### src/rtl/lct_pkg.sv
package lct_pkg;
    typedef enum logic [1:0] {
        E_IDLE    = 2'd0,
        E_PEND    = 2'd1,
        E_WATCH   = 2'd2,
        E_SETTLED = 2'd3
    } ent_state_e;
endpackage

### src/rtl/lct_ring.sv
module lct_ring #(
    parameter int DEPTH = 8,
    localparam int TW   = $clog2(DEPTH),
    localparam int CNTW = TW + 1
) (
    input  logic            clk,
    input  logic            rst_n,
    input  logic            push,
    input  logic            pop,
    input  logic            flush,
    input  logic [CNTW-1:0] flush_len,
    output logic [TW-1:0]   head_q,
    output logic [TW-1:0]   tail_q,
    output logic            full,
    output logic            empty
);
    logic [CNTW-1:0] count_q;

    assign full  = (count_q == CNTW'(DEPTH));
    assign empty = (count_q == '0);

    always_ff @(posedge clk) begin
        if (!rst_n) begin
            head_q  <= '0;
            tail_q  <= '0;
            count_q <= '0;
        end else if (flush) begin
            // survivors are the entries up to and including the branch
            tail_q  <= head_q + flush_len[TW-1:0];
            head_q  <= head_q + TW'(pop);
            count_q <= flush_len - CNTW'(pop);
        end else begin
            tail_q  <= tail_q + TW'(push);
            head_q  <= head_q + TW'(pop);
            count_q <= count_q + CNTW'(push) - CNTW'(pop);
        end
    end

    a_r2_no_overflow: assert property (@(posedge clk) disable iff (!rst_n)
        count_q <= CNTW'(DEPTH));
    a_r2_push_has_room: assert property (@(posedge clk) disable iff (!rst_n)
        push |-> !full);
endmodule

### src/rtl/lct_entry.sv
module lct_entry
    import lct_pkg::*;
#(
    parameter int DEPTH  = 8,
    parameter int PC_W   = 16,
    parameter int WIN_N  = 8,
    parameter int THRESH = 2,
    localparam int CW    = $clog2(WIN_N + 1),
    localparam int IW    = $clog2(THRESH + 1)
) (
    input  logic             clk,
    input  logic             rst_n,
    input  logic             alloc,
    input  logic             alloc_load,
    input  logic             alloc_br,
    input  logic [PC_W-1:0]  alloc_pc,
    input  logic [DEPTH-1:0] alloc_dep,
    input  logic             kill,
    input  logic [DEPTH-1:0] col_clr,
    input  logic             issue_me,
    input  logic             indep_issue,
    input  logic             mark,
    output ent_state_e       state_q,
    output logic             is_load_q,
    output logic             is_br_q,
    output logic [PC_W-1:0]  pc_q,
    output logic [DEPTH-1:0] dep_q,
    output logic             crit_q
);
    localparam logic [IW-1:0] THR = IW'(THRESH);

    ent_state_e    state_nx;
    logic [CW-1:0] cnt_q;
    logic [IW-1:0] ind_q;
    logic [IW-1:0] ind_nx;
    logic          win_end;

    assign win_end = (state_q == E_WATCH) && (cnt_q == CW'(1));
    assign ind_nx  = (indep_issue && ind_q < THR) ? ind_q + IW'(1) : ind_q;

    always_ff @(posedge clk) begin
        if (!rst_n) state_q <= E_IDLE;
        else        state_q <= state_nx;
    end

    always_comb begin
        state_nx = state_q;
        unique case (state_q)
            E_IDLE:    if (alloc) state_nx = E_PEND;
            E_PEND: begin
                if (kill)          state_nx = E_IDLE;
                else if (issue_me) state_nx = is_load_q ? E_WATCH : E_SETTLED;
            end
            E_WATCH: begin
                if (kill)         state_nx = E_IDLE;
                else if (win_end) state_nx = E_SETTLED;
            end
            E_SETTLED: if (kill) state_nx = E_IDLE;
        endcase
    end

    always_ff @(posedge clk) begin
        if (!rst_n) begin
            is_load_q <= 1'b0;
            is_br_q   <= 1'b0;
            pc_q      <= '0;
            dep_q     <= '0;
            crit_q    <= 1'b0;
            cnt_q     <= '0;
            ind_q     <= '0;
        end else begin
            if (state_q == E_IDLE && alloc) begin
                is_load_q <= alloc_load;
                is_br_q   <= alloc_br;
                pc_q      <= alloc_pc;
                dep_q     <= alloc_dep;
                crit_q    <= 1'b0;
            end else begin
                dep_q <= dep_q & ~col_clr;
                if (mark && is_load_q && state_q != E_IDLE) crit_q <= 1'b1;
                if (win_end && ind_nx < THR)                 crit_q <= 1'b1;
            end
            if (state_q == E_PEND && issue_me && is_load_q) begin
                cnt_q <= CW'(WIN_N);
                ind_q <= '0;
            end else if (state_q == E_WATCH) begin
                cnt_q <= cnt_q - CW'(1);
                ind_q <= ind_nx;
            end
        end
    end

    a_r2_alloc_free_slot: assert property (@(posedge clk) disable iff (!rst_n)
        alloc |-> state_q == E_IDLE);
    a_r6_window_timer: assert property (@(posedge clk) disable iff (!rst_n)
        state_q == E_WATCH |-> (cnt_q != '0 && cnt_q <= CW'(WIN_N)));
endmodule

### src/rtl/load_crit_table.sv
module load_crit_table
    import lct_pkg::*;
#(
    parameter int DEPTH  = 8,
    parameter int PC_W   = 16,
    parameter int WIN_N  = 8,
    parameter int THRESH = 2,
    localparam int TW    = $clog2(DEPTH),
    localparam int CNTW  = TW + 1
) (
    input  logic            clk,
    input  logic            rst_n,
    input  logic            disp_valid_i,
    output logic            disp_ready_o,
    output logic [TW-1:0]   disp_tag_o,
    input  logic            disp_load_i,
    input  logic            disp_branch_i,
    input  logic [PC_W-1:0] disp_pc_i,
    input  logic            disp_src0_vld_i,
    input  logic [TW-1:0]   disp_src0_i,
    input  logic            disp_src1_vld_i,
    input  logic [TW-1:0]   disp_src1_i,
    input  logic            iss_valid_i,
    input  logic [TW-1:0]   iss_tag_i,
    input  logic            br_valid_i,
    input  logic [TW-1:0]   br_tag_i,
    input  logic            br_mispred_i,
    input  logic            l1_valid_i,
    input  logic [TW-1:0]   l1_tag_i,
    input  logic            l1_miss_i,
    input  logic            ret_en_i,
    output logic            crit_valid_o,
    output logic            crit_o,
    output logic [PC_W-1:0] crit_pc_o
);
    ent_state_e       st    [DEPTH];
    logic [DEPTH-1:0] deps  [DEPTH];
    logic [PC_W-1:0]  pcs   [DEPTH];
    logic [DEPTH-1:0] valid_v, ld_v, br_v, crit_v, mark_v, kill_v;
    logic [DEPTH-1:0] src_dep, col_clr;
    logic [TW-1:0]    head_q, tail_q, age_br;
    logic             full, empty, flush, push, pop, miss_ev, iss_ok;
    logic [CNTW-1:0]  flush_len;

    assign flush     = br_valid_i && br_mispred_i && valid_v[br_tag_i] && br_v[br_tag_i];
    assign miss_ev   = l1_valid_i && l1_miss_i && valid_v[l1_tag_i] && ld_v[l1_tag_i];
    assign iss_ok    = iss_valid_i && valid_v[iss_tag_i];
    assign disp_ready_o = !full && !flush;
    assign push      = disp_valid_i && disp_ready_o;
    assign pop       = ret_en_i && !empty;
    assign age_br    = br_tag_i - head_q;
    assign flush_len = CNTW'(age_br) + CNTW'(1);
    assign disp_tag_o = tail_q;
    assign col_clr   = kill_v;

    lct_ring #(.DEPTH(DEPTH)) u_ring (
        .clk       (clk),
        .rst_n     (rst_n),
        .push      (push),
        .pop       (pop),
        .flush     (flush),
        .flush_len (flush_len),
        .head_q    (head_q),
        .tail_q    (tail_q),
        .full      (full),
        .empty     (empty)
    );

    // ancestors of the new entry: each live producer plus its own ancestors
    always_comb begin
        src_dep = '0;
        if (disp_src0_vld_i && valid_v[disp_src0_i]) begin
            src_dep[disp_src0_i] = 1'b1;
            src_dep = src_dep | deps[disp_src0_i];
        end
        if (disp_src1_vld_i && valid_v[disp_src1_i]) begin
            src_dep[disp_src1_i] = 1'b1;
            src_dep = src_dep | deps[disp_src1_i];
        end
        if (pop) src_dep[head_q] = 1'b0;
    end

    for (genvar i = 0; i < DEPTH; i++) begin : g_ent
        logic [TW-1:0] age_i;
        logic          alloc_i, issue_i, indep_i;

        assign age_i     = TW'(i) - head_q;
        assign alloc_i   = push && (tail_q == TW'(i));
        assign issue_i   = iss_ok && (iss_tag_i == TW'(i));
        assign indep_i   = iss_ok && (iss_tag_i != TW'(i)) && !deps[iss_tag_i][i];
        assign kill_v[i] = (pop && head_q == TW'(i)) || (flush && age_i > age_br);
        assign mark_v[i] = (flush && deps[br_tag_i][i]) || (miss_ev && deps[l1_tag_i][i]);
        assign valid_v[i] = (st[i] != E_IDLE);

        lct_entry #(
            .DEPTH(DEPTH), .PC_W(PC_W), .WIN_N(WIN_N), .THRESH(THRESH)
        ) u_ent (
            .clk         (clk),
            .rst_n       (rst_n),
            .alloc       (alloc_i),
            .alloc_load  (disp_load_i),
            .alloc_br    (disp_branch_i),
            .alloc_pc    (disp_pc_i),
            .alloc_dep   (src_dep),
            .kill        (kill_v[i]),
            .col_clr     (col_clr),
            .issue_me    (issue_i),
            .indep_issue (indep_i),
            .mark        (mark_v[i]),
            .state_q     (st[i]),
            .is_load_q   (ld_v[i]),
            .is_br_q     (br_v[i]),
            .pc_q        (pcs[i]),
            .dep_q       (deps[i]),
            .crit_q      (crit_v[i])
        );
    end

    always_ff @(posedge clk) begin
        if (!rst_n) begin
            crit_valid_o <= 1'b0;
            crit_o       <= 1'b0;
            crit_pc_o    <= '0;
        end else begin
            crit_valid_o <= pop && ld_v[head_q];
            crit_o       <= crit_v[head_q] | mark_v[head_q];
            crit_pc_o    <= pcs[head_q];
        end
    end

    a_r3_strobe_from_retire: assert property (@(posedge clk) disable iff (!rst_n)
        crit_valid_o |-> $past(ret_en_i));
    a_r7_tail_rewinds: assert property (@(posedge clk) disable iff (!rst_n)
        flush |=> tail_q == TW'($past(br_tag_i) + TW'(1)));
endmodule

### config.mk
export PLATFORM = sky130hd
export DESIGN_NAME = load_crit_table
export DESIGN_NICKNAME = d
export VERILOG_FILES = /design/src/rtl/lct_pkg.sv /design/src/rtl/lct_ring.sv /design/src/rtl/lct_entry.sv /design/src/rtl/load_crit_table.sv
export SDC_FILE = /design/constraint.sdc
export NUM_CORES = 1
export LEC_CHECK = 0
export ABC_AREA = 1
export BUFFER_PORTS_ARGS = -buffer_cell sky130_fd_sc_hd__buf_2
export CAP_MARGIN = 40
export CORE_ASPECT_RATIO = 1.5
export CORE_MARGIN = 2
export CORE_UTILIZATION = 45
export DETAILED_ROUTE_END_ITERATION = 10
export PLACE_DENSITY = 0.67
export SETUP_SLACK_MARGIN = 0.2
export SYNTH_ARGS = -nofsm -noshare
export SYNTH_HDL_FRONTEND = slang
export SYNTH_SLANG_ARGS = --single-unit
export TNS_END_PERCENT = 100
### constraint.sdc
create_clock -name clk -period 5.2 [get_ports clk]
set_clock_uncertainty 0.2 [all_clocks]
set_input_delay 0.52 -clock clk [delete_from_list [all_inputs] [get_ports clk]]
set_output_delay 0.52 -clock clk [all_outputs]
set_load 0.02 [all_outputs]
; ---- Word-level counts from Yosys, hierarchy flattened
; Index checks and enable logic that the tools add are counted.
[totals]
out_inout_bits = 22
inputBits = 44
regBits = 308
elab_cells = 657
[classes]
reduce_logical = 232
bitwise_logic = 22
muxes = 161
eq_ne = 93
magnitude_cmp = 39
add_sub_neg = 32
[op_table]
columns = op, n
row1 = $mux W8, 21
row2 = $logic_and A1 B1 Y1, 144
row3 = $bmux W8 S3, 5
row4 = $mux W2, 56
row5 = $and A8 B8 Y8, 9
row6 = $mux W4, 17
row7 = $pmux W2 S4, 8
row8 = $ne A3 B1 Y1 const B, 17
row9 = $bmux W16 S3, 1
row10 = $reduce_bool A2 Y1, 24
row11 = $mux W1, 37
row12 = $eq A3 B3 Y1 const B, 12
row13 = $eq A2 B2 Y1 const B, 16
row14 = $eq A4 B1 Y1 const B, 8
row15 = $lt A2 B2 Y1 const B, 16
row16 = $mux W16, 2
row17 = $ne A2 B1 Y1 const B, 16
row18 = $reduce_and A4 Y1, 8
row19 = $reduce_or A2 Y1, 16
row20 = $sub A4 B1 Y4 const B, 8
row21 = $bmux W1 S3, 10
row22 = $ge A4 B4 Y1 const B, 6
row23 = $gt A3 B3 Y1, 8
row24 = $lt A3 B4 Y1 const B, 6
row25 = 30 further kinds, 108

; ---- Logic depth before layout (Yosys ltp)
[logic_depth]
depth_word = 12
ltp_mapped = 21
depth_no_buf = 18

; ---- Cells and area by module
; From an unflattened synthesis, not the netlist that was laid out.
[hier_totals]
hier_cells = 2774
hier_area_um2 = 18955.7
[by_module_without_submodules]
columns = mod, n_inst, area_per_inst_um2, cells_per_inst
row1 = lct_entry, 8, 1569.0, 194
row2 = load_crit_table, 1, 5698.0, 1134
row3 = lct_ring, 1, 705.7, 88

; ---- Worst setup path after synthesis
; No wires, ideal clock.
[synth_timing]
path_type = input -> register
startpoint = in br_tag_i[0]
endpoint = reg g_ent[2].u_ent.state_q[0]
setup_ns = 0.132
t_arrival_ns = 3.219
setup_slack_ns = 1.648
path_stages = 21
cell_sequence = buf_4 -> inv_2 -> clkbuf_1 -> ha_1 -> inv_1 -> fa_1 -> inv_1 -> nand2_1 -> nand2_1 -> buf_2 -> inv_1 -> ha_1 -> inv_1 -> nor2_1 -> o21ai_0 -> o21ai_1 -> inv_1 -> nand2_1 -> nand3_1 -> nand2_1 -> a21oi_1
[synth_via]
elab_chain_len = 10
word_cells_on_any_way = 22
classes_between = 1 x add/sub / 1 x order compare / 4 x eq/ne / 7 x mux / 9 x reduce/logical
[synth_rtl]
columns = item, line
row1 = "start, declared", load_crit_table.sv:26  ; input logic [TW-1:0] br_tag_i,
row2 = branches (longest 10 deep; another with $sub A3 B3 Y3), n/a
row3 = "end signal, assigned", lct_entry.sv:43  ; else state_q <= state_nx;
row4 = "end, declared", lct_entry.sv:23  ; output ent_state_e state_q,
; Parallel ways; which one is timed is not known. The select of a mux whose other input is x is not followed.
; A chain may end at the register's enable or synchronous reset.

; ---- Worst setup path after layout
[layout_timing]
startpoint = reg u_ring.head_q[0]
endpoint = reg g_ent[1].u_ent.state_q[0]
[layout_via]
elab_chain_len = 6
word_cells_on_any_way = 14
classes_between = 2 x add/sub / 1 x order compare / 4 x eq/ne / 3 x mux / 4 x reduce/logical
[layout_rtl]
columns = item, line
row1 = "start, declared", lct_ring.sv:12  ; output logic [TW-1:0] head_q,
row2 = "start signal, assigned", lct_ring.sv:30  ; head_q <= head_q + TW'(pop);
row3 = "start signal, assigned", lct_ring.sv:34  ; head_q <= head_q + TW'(pop);
row4 = $sub A1 B3 Y3 or $sub A3 B3 Y3 (tied branches), "load_crit_table.sv:87, load_crit_table.sv:51"
row5 = $gt A3 B3 Y1, load_crit_table.sv:91  ; assign kill_v[i] = (pop && head_q == TW'(i)) || (flush && age_i > age_br);
row6 = $logic_and A1 B1 Y1, load_crit_table.sv:91
row7 = $logic_or A1 B1 Y1 *, load_crit_table.sv:91
row8 = $ne A3 B1 Y1 (no source line) (tied with other cells), n/a
row9 = $reduce_and A4 Y1 (no source line) or $pmux W2 S4 (tied branches), n/a
row10 = "end signal, assigned", lct_entry.sv:43
row11 = "end, declared", lct_entry.sv:23
; Mark *: on every way between the ends. The rest lies on a longest branch, timed or not.

==> metrics.txt <==
Endpoint, Worst Hold g_ent[3].u_ent.pc_q[6]; via/cell ratio 5.88; final setup vio count 0; status complete, but fails checks; Syn Nets 2805; unrepaired setup endpoints after global routing false; ANT nets after route 0; number of enable flip-flop cells after synthesis 0; ys async rst share 0; Fin. Hold Viols 0; Core ar. 0.0385 mm^2; worst r2r src u_ring.head_q[0]; sequential cell area fraction in the yosys report 0.351; crit end category flop; hold path start disp_pc_i[6]; Die W 165 um; Tmin final 3.84 ns; IO Port Bufs 65; Max Root-Sink Buffers 3; TritonCTS clock tree yes; layout cell share with drive strength beyond 1 0.0746; Ys Warns 0; P&R area growth vs syn 9.13%; R2R Path End g_ent[1].u_ent.state_q[0]; First-pass DRT Iterations 9; Setup CP Type reg -> reg; Via Count 18900; Final Slew Violations 0; root buf cell clkbuf_16; Hold Buf Count CTS 0; leakage power 7.82 nW; largest net degree at the start of global routing 134; fmax 261 MHz; final net count 2796; ys flop type dfxtp_1; overall routed net length 67700 um; CP arrival 4.06 ns; Syn Inst Count 2710; clk slew on worst S/H paths 0.06 ns; post-CTS setup buffer count 0; setup tns final 0 ns; Wirelength per Cell 21.0 um; sequential cell area 0.00617 mm^2; CP required 5.42 ns; Worst Hold Depth 3; Max-slew headroom 0.409; CTS resizes 0; internal reg-to-reg setup slack 1.36 ns; global route overflow 0; PwrDens 419 mW/mm^2; starting density of the core 0.456; Clock Sink Count 308; Setup WS post-layout 1.36 ns; fin crit share 0.738; Place WS 1.13 ns; DRC 1; initial antenna violation count 0; Avg Inst Size Synth 6.48 um^2; flops & latches, synth 308; initial DRC count 2070; CTS buffer count 34; Skew-Pair Late Insertion Delay 0.54 ns; Worst Tran Pin Value 0.883 ns; GPL Wtd Cong 0.996; worst min-delay path category in -> reg; synthesized area 0.0176 mm^2; area of the multi-input gates 0.00994 mm^2; first-pass GRT wire length 102000 um; Rows 88; critical path fanouts, max 12; GRT Total Usage 0.328; post-detail-place hpwl 44500 um; VDD IR max 319 uV; failing checks design-rule violations; Filler cells 4026; die height 246 um; worst reg-to-reg path cell count 17; MaxCap Viol Count 0; I/O pin count 66; Die ar. 0.0407 mm^2; Critical Path Source Type flop; number of global-route vias before repair 17600; ant diodes 0; H-tree levels 2; Synth cell types 52
==> synthesized netlist by cell type (19+ instances only) <==
cell type	n	area (um^2)
nor2_1	513	1930
o21ai_0	329	1650
nand4_1	30	188
dfxtp_1	308	6170
clkbuf_1	94	353
inv_1	186	698
nand3_1	219	1100
ha_1	48	601
a31oi_1	27	169
xor2_1	19	166
nand2_1	484	1820
buf_2	29	145
o22ai_1	29	181
a21oi_1	225	1130
==> power by group <==
group          internal [W]  switching [W]
Sequential          0.00266       0.000181
Combinational      0.000869        0.00201
Clock               0.00130        0.00102
==> through the flow <==
step | hold WS [ns] | std cells | util | power (W) | instance area [um^2]
floorplan | 0.230 | 2710 | - | 0.00483 | 17600
global placement | 0.245 | 3159 | 0.470 | 0.00564 | 18100
detailed placement | 0.248 | 3160 | 0.471 | 0.00568 | 18100
CTS | 0.105 | 3216 | 0.497 | 0.00800 | 19200
global route | 0.132 | 3216 | 0.497 | 0.00848 | 19200
finish | 0.122 | 3216 | 0.497 | 0.00803 | 19200
==> how the worst max path moves through the flow <==
stage                                     end  cells past startpoint        startpoint  slack, ns
floorplan           g_ent[2].u_ent.state_q[0]                     21       br_tag_i[0]       1.65
global placement    g_ent[1].u_ent.state_q[0]                     19       br_tag_i[0]       1.15
detailed placement  g_ent[1].u_ent.state_q[0]                     16       br_tag_i[2]       1.13
CTS                 g_ent[1].u_ent.state_q[0]                     17  u_ring.head_q[0]       1.45
global route        g_ent[1].u_ent.state_q[0]                     17  u_ring.head_q[0]       1.20
finish              g_ent[1].u_ent.state_q[0]                     17  u_ring.head_q[0]       1.36
==> logic make-up after synthesis <==
group | after synthesis | share of synthesized area
compound gates | 673 | 0.206
xor+xnor | 26 | 0.0130
fa+ha+maj | 51 | 0.0376
mux | 1 | 0.000570
buf+inv | 354 | 0.0832
simple gates | 1297 | 0.309
flops | 308 | 0.351
==> metal layers <==
layer / wire length [um] / track usage / share of wire / vias up
li1: - / - / - / 8967
met1: 26100 / 0.396 / 0.39 / 8758
met2: 31200 / 0.541 / 0.46 / 886
met3: 5200 / 0.0459 / 0.077 / 288
met4: 5220 / 0.217 / 0.077 / 0
met5: 0 / 0 / 0 / -
==> cell usage in the layout (no fill, tap or decap), types with 11 or more instances in the layout <==
cell,netlist,layout
o21ai_1,14,14
nand2_1,484,484
a31oi_1,27,27
inv_1,186,184
o22ai_1,29,29
o21ai_0,329,329
xor2_1,19,19
buf_4,5,38
nand4_1,30,30
inv_2,9,11
dfxtp_1,308,306
clkbuf_16,0,35
a21oi_1,225,225
nor2_1,513,513
ha_1,48,48
buf_2,29,64
nand3_1,219,219
o2111ai_1,16,16
==> flip-flops by register name (all words and copies together), names as in the netlist, 8 cells and up <==
name and flops:
g_ent.u_ent.is_load_q 8, g_ent.u_ent.cnt_q 32, crit_pc_o 16, g_ent.u_ent.dep_q 64
g_ent.u_ent.pc_q 128, g_ent.u_ent.is_br_q 8, g_ent.u_ent.state_q 16, g_ent.u_ent.crit_q 8
g_ent.u_ent.ind_q 16
==> worst max-delay path, cell delays in order, from the launching register on <==
cell,delay (ns)
dfxtp_2,0.32
ha_1,0.13
inv_1,0.08
fa_1,0.43
inv_1,0.08
nand2_1,0.05
nand2_1,0.33
inv_1,0.17
ha_1,0.31
inv_1,0.05
nor2_1,0.13
o22ai_1,0.09
o21ai_1,0.52
clkinv_1,0.46
nand3_1,0.17
nand3_1,0.08
nand2_1,0.07
a21oi_1,0.05
==> cell type report <==
| cell class | instances | share of cell area |
|---|---|---|
| clock inverter | 7 | 0.00326 |
| tap | 495 | 0.0323 |
| multi-input combinational | 2048 | 0.519 |
| timing repair buffer | 103 | 0.0326 |
| clock buffer | 49 | 0.0505 |
| inverter | 206 | 0.0407 |
| sequential | 308 | 0.322 |
Power figures use the tool's default switching activity.
